File: src/rtl/stagu_pkg.sv
package stagu_pkg;

    typedef enum logic [2:0] {
        SH_LSL = 3'd0,
        SH_LSR = 3'd1,
        SH_ASR = 3'd2,
        SH_ROR = 3'd3,
        SH_RRX = 3'd4
    } shift_kind_e;

    typedef enum logic [1:0] {
        IDX_OFFSET = 2'd0,
        IDX_PRE    = 2'd1,
        IDX_POST   = 2'd2,
        IDX_RSVD   = 2'd3
    } idx_mode_e;

    typedef enum logic [1:0] {
        SZ_BYTE = 2'd0,
        SZ_HALF = 2'd1,
        SZ_WORD = 2'd2,
        SZ_DUAL = 2'd3
    } acc_size_e;

endpackage

File: src/rtl/stagu_shifter.sv
module stagu_shifter
    import stagu_pkg::*;
#(
    parameter int DATA_W = 32,
    parameter int AMT_W  = 6
) (
    input  logic [DATA_W-1:0] val_i,
    input  logic [2:0]        kind_i,
    input  logic [AMT_W-1:0]  amt_i,
    input  logic              carry_i,
    output logic [DATA_W-1:0] res_o
);
    localparam logic [AMT_W-1:0] FULL = AMT_W'(DATA_W);

    logic [DATA_W-1:0] lsl_v, lsr_v, asr_v, ror_v, rrx_v;

    always_comb begin
        // logical left: anything at or past full width empties the word
        if (amt_i >= FULL) lsl_v = '0;
        else               lsl_v = val_i << amt_i;

        // logical right: full width gives zero
        if (amt_i >= FULL) lsr_v = '0;
        else               lsr_v = val_i >> amt_i;

        // arithmetic right: full width gives sign fill
        if (amt_i >= FULL) asr_v = {DATA_W{val_i[DATA_W-1]}};
        else               asr_v = DATA_W'($signed(val_i) >>> amt_i);

        // rotate right: zero or full width leaves the value unchanged
        if (amt_i == '0 || amt_i >= FULL) ror_v = val_i;
        else ror_v = (val_i >> amt_i) | (val_i << (FULL - amt_i));

        // one-bit rotate through carry
        rrx_v = {carry_i, val_i[DATA_W-1:1]};
    end

    always_comb begin
        unique case (kind_i)
            SH_LSL:  res_o = lsl_v;
            SH_LSR:  res_o = lsr_v;
            SH_ASR:  res_o = asr_v;
            SH_ROR:  res_o = ror_v;
            SH_RRX:  res_o = rrx_v;
            default: res_o = val_i;
        endcase
    end

endmodule

File: src/rtl/stagu_legal.sv
module stagu_legal
    import stagu_pkg::*;
#(
    parameter int DATA_W      = 32,
    parameter int AMT_W       = 6,
    parameter int COMPACT_MAX = 3
) (
    input  logic [2:0]       kind_i,
    input  logic [AMT_W-1:0] amt_i,
    input  logic             subtract_i,
    input  logic [1:0]       mode_i,
    input  logic [1:0]       size_i,
    input  logic             compact_i,
    output logic             illegal_o
);
    localparam logic [AMT_W-1:0] FULL  = AMT_W'(DATA_W);
    localparam logic [AMT_W-1:0] C_MAX = AMT_W'(COMPACT_MAX);

    logic bad_mode, bad_kind, bad_compact, bad_narrow, bad_wide;
    logic narrow_size;

    always_comb begin
        bad_mode    = (mode_i == IDX_RSVD);
        bad_kind    = (kind_i > SH_RRX);
        narrow_size = (size_i == SZ_HALF) || (size_i == SZ_DUAL);

        // compact form: added index, small left shift, no writeback, no pair
        bad_compact = subtract_i
                   || (mode_i != IDX_OFFSET)
                   || (size_i == SZ_DUAL)
                   || (kind_i != SH_LSL)
                   || (amt_i > C_MAX);

        // halfword and pair in wide form: index used unshifted
        bad_narrow  = (kind_i != SH_LSL) || (amt_i != '0);

        // byte and word in wide form: per-kind amount windows
        unique case (kind_i)
            SH_LSL:  bad_wide = (amt_i >= FULL);
            SH_LSR:  bad_wide = (amt_i == '0) || (amt_i > FULL);
            SH_ASR:  bad_wide = (amt_i == '0) || (amt_i > FULL);
            SH_ROR:  bad_wide = (amt_i == '0) || (amt_i >= FULL);
            SH_RRX:  bad_wide = (amt_i != '0);
            default: bad_wide = 1'b1;
        endcase

        if (compact_i)        illegal_o = bad_mode | bad_kind | bad_compact;
        else if (narrow_size) illegal_o = bad_mode | bad_kind | bad_narrow;
        else                  illegal_o = bad_mode | bad_kind | bad_wide;
    end

endmodule

File: src/rtl/stagu_lanes.sv
module stagu_lanes
    import stagu_pkg::*;
#(
    parameter int LANES = 4
) (
    input  logic [$clog2(LANES)-1:0] addr_lo_i,
    input  logic [1:0]               size_i,
    output logic [LANES-1:0]         strobe_o
);
    localparam int LB = $clog2(LANES);

    for (genvar g = 0; g < LANES; g++) begin : g_lane
        localparam logic [LB-1:0] LANE_ID = LB'(g);
        always_comb begin
            unique case (size_i)
                SZ_BYTE: strobe_o[g] = (addr_lo_i == LANE_ID);
                SZ_HALF: strobe_o[g] = (addr_lo_i[LB-1:1] == LANE_ID[LB-1:1]);
                default: strobe_o[g] = 1'b1;
            endcase
        end
    end

endmodule

File: src/rtl/stagu_top.sv
module stagu_top
    import stagu_pkg::*;
#(
    parameter int DATA_W      = 32,
    parameter int AMT_W       = 6,
    parameter int COMPACT_MAX = 3
) (
    input  logic              clk,
    input  logic              rst_n,
    input  logic              in_valid_i,
    input  logic [DATA_W-1:0] base_i,
    input  logic [DATA_W-1:0] index_i,
    input  logic [2:0]        shift_kind_i,
    input  logic [AMT_W-1:0]  shift_amt_i,
    input  logic              subtract_i,
    input  logic [1:0]        mode_i,
    input  logic [1:0]        size_i,
    input  logic              compact_i,
    input  logic              carry_i,
    output logic              out_valid_o,
    output logic [DATA_W-1:0] addr_o,
    output logic [DATA_W-1:0] addr2_o,
    output logic              wb_en_o,
    output logic [DATA_W-1:0] wb_value_o,
    output logic [DATA_W/8-1:0] strobe_o,
    output logic              illegal_o
);
    localparam int LANES = DATA_W / 8;
    localparam int LB    = $clog2(LANES);
    localparam logic [DATA_W-1:0] BEAT_STEP = DATA_W'(LANES);

    typedef struct packed {
        logic              valid;
        logic [DATA_W-1:0] addr;
        logic [DATA_W-1:0] addr2;
        logic              wb_en;
        logic [DATA_W-1:0] wb_val;
        logic [LANES-1:0]  strobe;
        logic              illegal;
    } res_t;

    res_t res_d, res_q;

    logic [DATA_W-1:0] shifted;
    logic [DATA_W-1:0] sum;
    logic [DATA_W-1:0] acc_addr;
    logic              bad;
    logic [LANES-1:0]  lane_sel;

    stagu_shifter #(.DATA_W(DATA_W), .AMT_W(AMT_W)) u_shift (
        .val_i   (index_i),
        .kind_i  (shift_kind_i),
        .amt_i   (shift_amt_i),
        .carry_i (carry_i),
        .res_o   (shifted)
    );

    stagu_legal #(.DATA_W(DATA_W), .AMT_W(AMT_W), .COMPACT_MAX(COMPACT_MAX)) u_legal (
        .kind_i     (shift_kind_i),
        .amt_i      (shift_amt_i),
        .subtract_i (subtract_i),
        .mode_i     (mode_i),
        .size_i     (size_i),
        .compact_i  (compact_i),
        .illegal_o  (bad)
    );

    always_comb begin
        sum      = subtract_i ? (base_i - shifted) : (base_i + shifted);
        acc_addr = (mode_i == IDX_POST) ? base_i : sum;
    end

    stagu_lanes #(.LANES(LANES)) u_lanes (
        .addr_lo_i (acc_addr[LB-1:0]),
        .size_i    (size_i),
        .strobe_o  (lane_sel)
    );

    always_comb begin
        res_d = '0;
        if (in_valid_i) begin
            res_d.valid  = 1'b1;
            res_d.addr   = acc_addr;
            res_d.addr2  = acc_addr + BEAT_STEP;
            res_d.wb_val = sum;
            unique case (mode_i)
                IDX_PRE:  res_d.wb_en = 1'b1;
                IDX_POST: res_d.wb_en = 1'b1;
                default:  res_d.wb_en = 1'b0;
            endcase
            res_d.strobe = lane_sel;
            if (bad) begin
                res_d.illegal = 1'b1;
                res_d.wb_en   = 1'b0;
                res_d.strobe  = '0;
            end
        end
    end

    always_ff @(posedge clk) begin
        if (!rst_n) res_q <= '0;
        else        res_q <= res_d;
    end

    assign out_valid_o = res_q.valid;
    assign addr_o      = res_q.addr;
    assign addr2_o     = res_q.addr2;
    assign wb_en_o     = res_q.wb_en;
    assign wb_value_o  = res_q.wb_val;
    assign strobe_o    = res_q.strobe;
    assign illegal_o   = res_q.illegal;

    AST_VALID_FOLLOWS: assert property (@(posedge clk) disable iff (!rst_n)
        in_valid_i |=> out_valid_o);

    AST_OFFSET_NO_WB: assert property (@(posedge clk) disable iff (!rst_n)
        (in_valid_i && mode_i == IDX_OFFSET) |=> !wb_en_o);

    AST_PRE_WB_MATCH: assert property (@(posedge clk) disable iff (!rst_n)
        (in_valid_i && mode_i == IDX_PRE && !bad) |=> (wb_en_o && wb_value_o == addr_o));

    AST_POST_ADDR_BASE: assert property (@(posedge clk) disable iff (!rst_n)
        (in_valid_i && mode_i == IDX_POST) |=> (addr_o == $past(base_i)));

    AST_COMPACT_SUB_BAD: assert property (@(posedge clk) disable iff (!rst_n)
        (in_valid_i && compact_i && subtract_i) |=> illegal_o);

    AST_ILLEGAL_QUIET: assert property (@(posedge clk) disable iff (!rst_n)
        illegal_o |-> (!wb_en_o && strobe_o == '0));

    AST_BYTE_ONE_LANE: assert property (@(posedge clk) disable iff (!rst_n)
        (in_valid_i && size_i == SZ_BYTE && !bad) |=> ($countones(strobe_o) == 1));

    AST_BEAT_STEP: assert property (@(posedge clk) disable iff (!rst_n)
        out_valid_o |-> (addr2_o == addr_o + BEAT_STEP));

endmodule

File: config.mk
export PLATFORM = sky130hd
export DESIGN_NAME = stagu_top
export DESIGN_NICKNAME = d
export VERILOG_FILES = /design/src/rtl/stagu_pkg.sv /design/src/rtl/stagu_shifter.sv /design/src/rtl/stagu_legal.sv /design/src/rtl/stagu_lanes.sv /design/src/rtl/stagu_top.sv
export SDC_FILE = /design/constraint.sdc
export NUM_CORES = 1
export LEC_CHECK = 0
export BUFFER_PORTS_ARGS = -buffer_cell sky130_fd_sc_hd__buf_2
export CAP_MARGIN = 30
export CELL_PAD_IN_SITES_DETAIL_PLACEMENT = 0
export CELL_PAD_IN_SITES_GLOBAL_PLACEMENT = 2
export CORE_ASPECT_RATIO = 0.8
export CORE_MARGIN = 4
export CORE_UTILIZATION = 35
export DETAILED_ROUTE_END_ITERATION = 6
export PLACE_DENSITY = 0.95
export SYNTH_ARGS = -nofsm -noshare
export SYNTH_HDL_FRONTEND = slang
export SYNTH_HIERARCHICAL = 1
export SYNTH_SLANG_ARGS = --single-unit
export TNS_END_PERCENT = 100
File: constraint.sdc
create_clock -name clk -period 9.95 [get_ports clk]
set_input_delay 0.995 -clock clk [delete_from_list [all_inputs] [get_ports clk]]
set_output_delay 0.995 -clock clk [all_outputs]
set_load 0.02 [all_outputs]
==> flow_summary.toml <==
[sta]
slew-limit-headroom_pct = 22.0
setup_viol = 0
finalWorstSetupSlack_ps = 1370
tightest_slew_ps = 1160
timing.setup.tns_ps = 0
fmax_mhz = 117
min_period_ps = 8580
rsz0062_at_grt = "false"
period_share_pct = 86.2
maxSlewViolCount = 0
hold_violations = 0
holdWs_ps = 921

[run]
cap_violations = 0

[logic_synthesis]
synth_top_flop_cell = "dfxtp_1"
synth_most_common_cell = "nor2_1"
synth_top_area_share_pct = 14.3
yosys.area.top_type = "dfxtp_1"
yosys_warnings = 6
postSynthAreaPerCell_um2 = 7.63
syn_inst = 1856
synth_nets = 1975
synthArstFlopShare_pct = 0
synth.cells.most_frequent = "nor2_1 (215), nand2_1 (195), o21ai_0 (123)"
ys_seq_elements = 101
synth_edf_count = 0
synth_cell_types = 107
netlist_top_cells_area = "dfxtp_1 (14%), mux4_2 (11%), nor2_1 (5.7%)"
ys_seq_area_share_pct = 14.3
syn_area_um2 = 14200

[drt]
wire_per_inst_um = 30.6
drt_iter0_markers = 2732
drc = 0
ant_nets = 0
vias = 16900
drt_pre_antenna_iters = 6
wirelength_mm = 77.3
viasPerCell = 6.67

[worst_setup_path]
arrival_ps = 8840
end_kind = "flip-flop"
setup.worst_path.start = "shift_amt_i[0]"
required_ps = 10210
worst-setup-path-type = "input pin to flip-flop"
crit_slowest_cell = "or3b_2"
crit_fanout = 14
cp-start-kind = "input pin"
cpMostUsedCell = "buf_4"
slowest_delay_ps = 600

[grt]
met3_usage_pct = 11.6
grt_max_degree = 77
use_met1_pct = 49.4
grt_overflow = 0
grt_use_total_pct = 34.0
grt_busiest_layer = "met1"
grtUsageMet2_pct = 47.2
grt_pass1_wl_mm = 112
antenna_found_initial = 3
grt_pass1_vias = 16100

[clock_network]
cts_setup_buffers = 0
cts_inserted_buffers = 9
hold_buffers = 0
clockBufferDepth = 2
htree_num_levels = 3
cts_tree = "yes"
clk_pin_slew_ps = 80
cts_resized = 0
cts_root_buf = "clkbuf_16"
cts_sinks = 101

[worst_hold_path]
min_to = "illegal_o"
holdCritStartpoint = "in_valid_i"
hold_class = "input pin to flip-flop"
worst_hold_path.num_cells = 2

[final_layout]
final_net_count = 2103
syn2layout_area_growth_pct = 14.0
fin_util_pct = 40.7
drive_above_1_share_pct = 23.7

[outcome]
status = "complete, no violations"

[power]
p_leak_uw = 0.00653
power_density_nw_per_um2 = 137
ir_worst_vdd_mv = 0.0937
p_total_uw = 2210

[floorplan]
start_util_pct = 35.7
die_x_um = 233
ioPinCount = 186
chipHeight_um = 188
core_area_um2 = 39700
die_area_um2 = 43800
rows = 65

[placement]
dp_slack_ps = 1110
dpl.hpwl_mm = 57.4
routabilityCongestion = 1.07
portBuffers = 185
critical path, delay by kind of cell:
kind	cells	cell delay [ps]
AND/OR/NAND/NOR	11	3130
AO/OA/AOI/OAI	9	1890
buffers and inverters	7	1470
adder cells (fa/ha/maj)	2	810
multiplexers	1	280
XOR/XNOR	2	240
cell families after synthesis:
group / after synthesis / share of synthesized area (%)
AND/OR/NAND/NOR: 683 / 23.1
AO/OA/AOI/OAI: 575 / 27.4
buffers and inverters: 220 / 7.03
multiplexers: 175 / 20.7
flip-flops: 101 / 14.3
XOR/XNOR: 66 / 4.22
adder cells (fa/ha/maj): 36 / 3.23
flip-flops by register name, indices dropped and copies added (netlist names):
signal,cells
wb_en_o,1
illegal_o,1
addr2_o,30
addr_o,32
wb_value_o,32
strobe_o,4
out_valid_o,1
placed cells by master (no fill, tap or decap), drive strengths merged, types with 12 or more instances in the layout:
cell type and instances:
nor3 55, nor4 12, o22ai 17, buf 301, a31oi 42, inv 36
mux2 35, o21ai 134, ha 35, dfxtp 101, o221ai 20, a21o 22
nand2b 20, nand2 195, mux2i 55, and3 22, a21oi 123, o211ai 25
and2 31, nand4 20, or3 19, xor2 15, a211oi 24, xnor2 51
o31ai 18, nor2 215, mux4 85, o21a 19, nand3 40
through the flow:
| step | cell area (um^2) | std cells |
|---|---|---|
| after floorplan | 14200 | 1856 |
| after global placement | 15800 | 2509 |
| after detailed placement | 15800 | 2509 |
| after CTS | 16100 | 2525 |
| after global routing | 16100 | 2526 |
| final | 16100 | 2526 |
power breakdown:
part	total (uW)	internal, uW	switching, uW
Sequential	470	455	15.7
Clock	362	196	165
Combinational	1380	509	871
how the worst max path moves through the flow:
stage,endpoint,slack [ps],cells after the start
finish,addr2_o[31],1370,32
global route,addr2_o[31],860,28
CTS,addr2_o[31],1450,27
detailed placement,addr2_o[31],1110,27
global placement,addr2_o[31],1300,27
floorplan,addr2_o[31],1570,32
per-layer routing:
metal	vias to the layer above	share of wire (%)
met5	-	0.050
met4	4	3.8
met3	237	13
met2	1182	40
met1	8188	44
li1	7248	-
final cells by class:
| class | count | area (um^2) |
|---|---|---|
| fill | 4172 | 23600 |
| multi-input combinational | 1535 | 11200 |
| sequential | 101 | 2020 |
| timing repair buffer | 301 | 1830 |
| tap | 536 | 671 |
| clock buffer | 9 | 225 |
| inverter | 36 | 135 |
| clock inverter | 7 | 75.1 |
| antenna | 1 | 2.50 |
(Power assumes the default switching activity.)
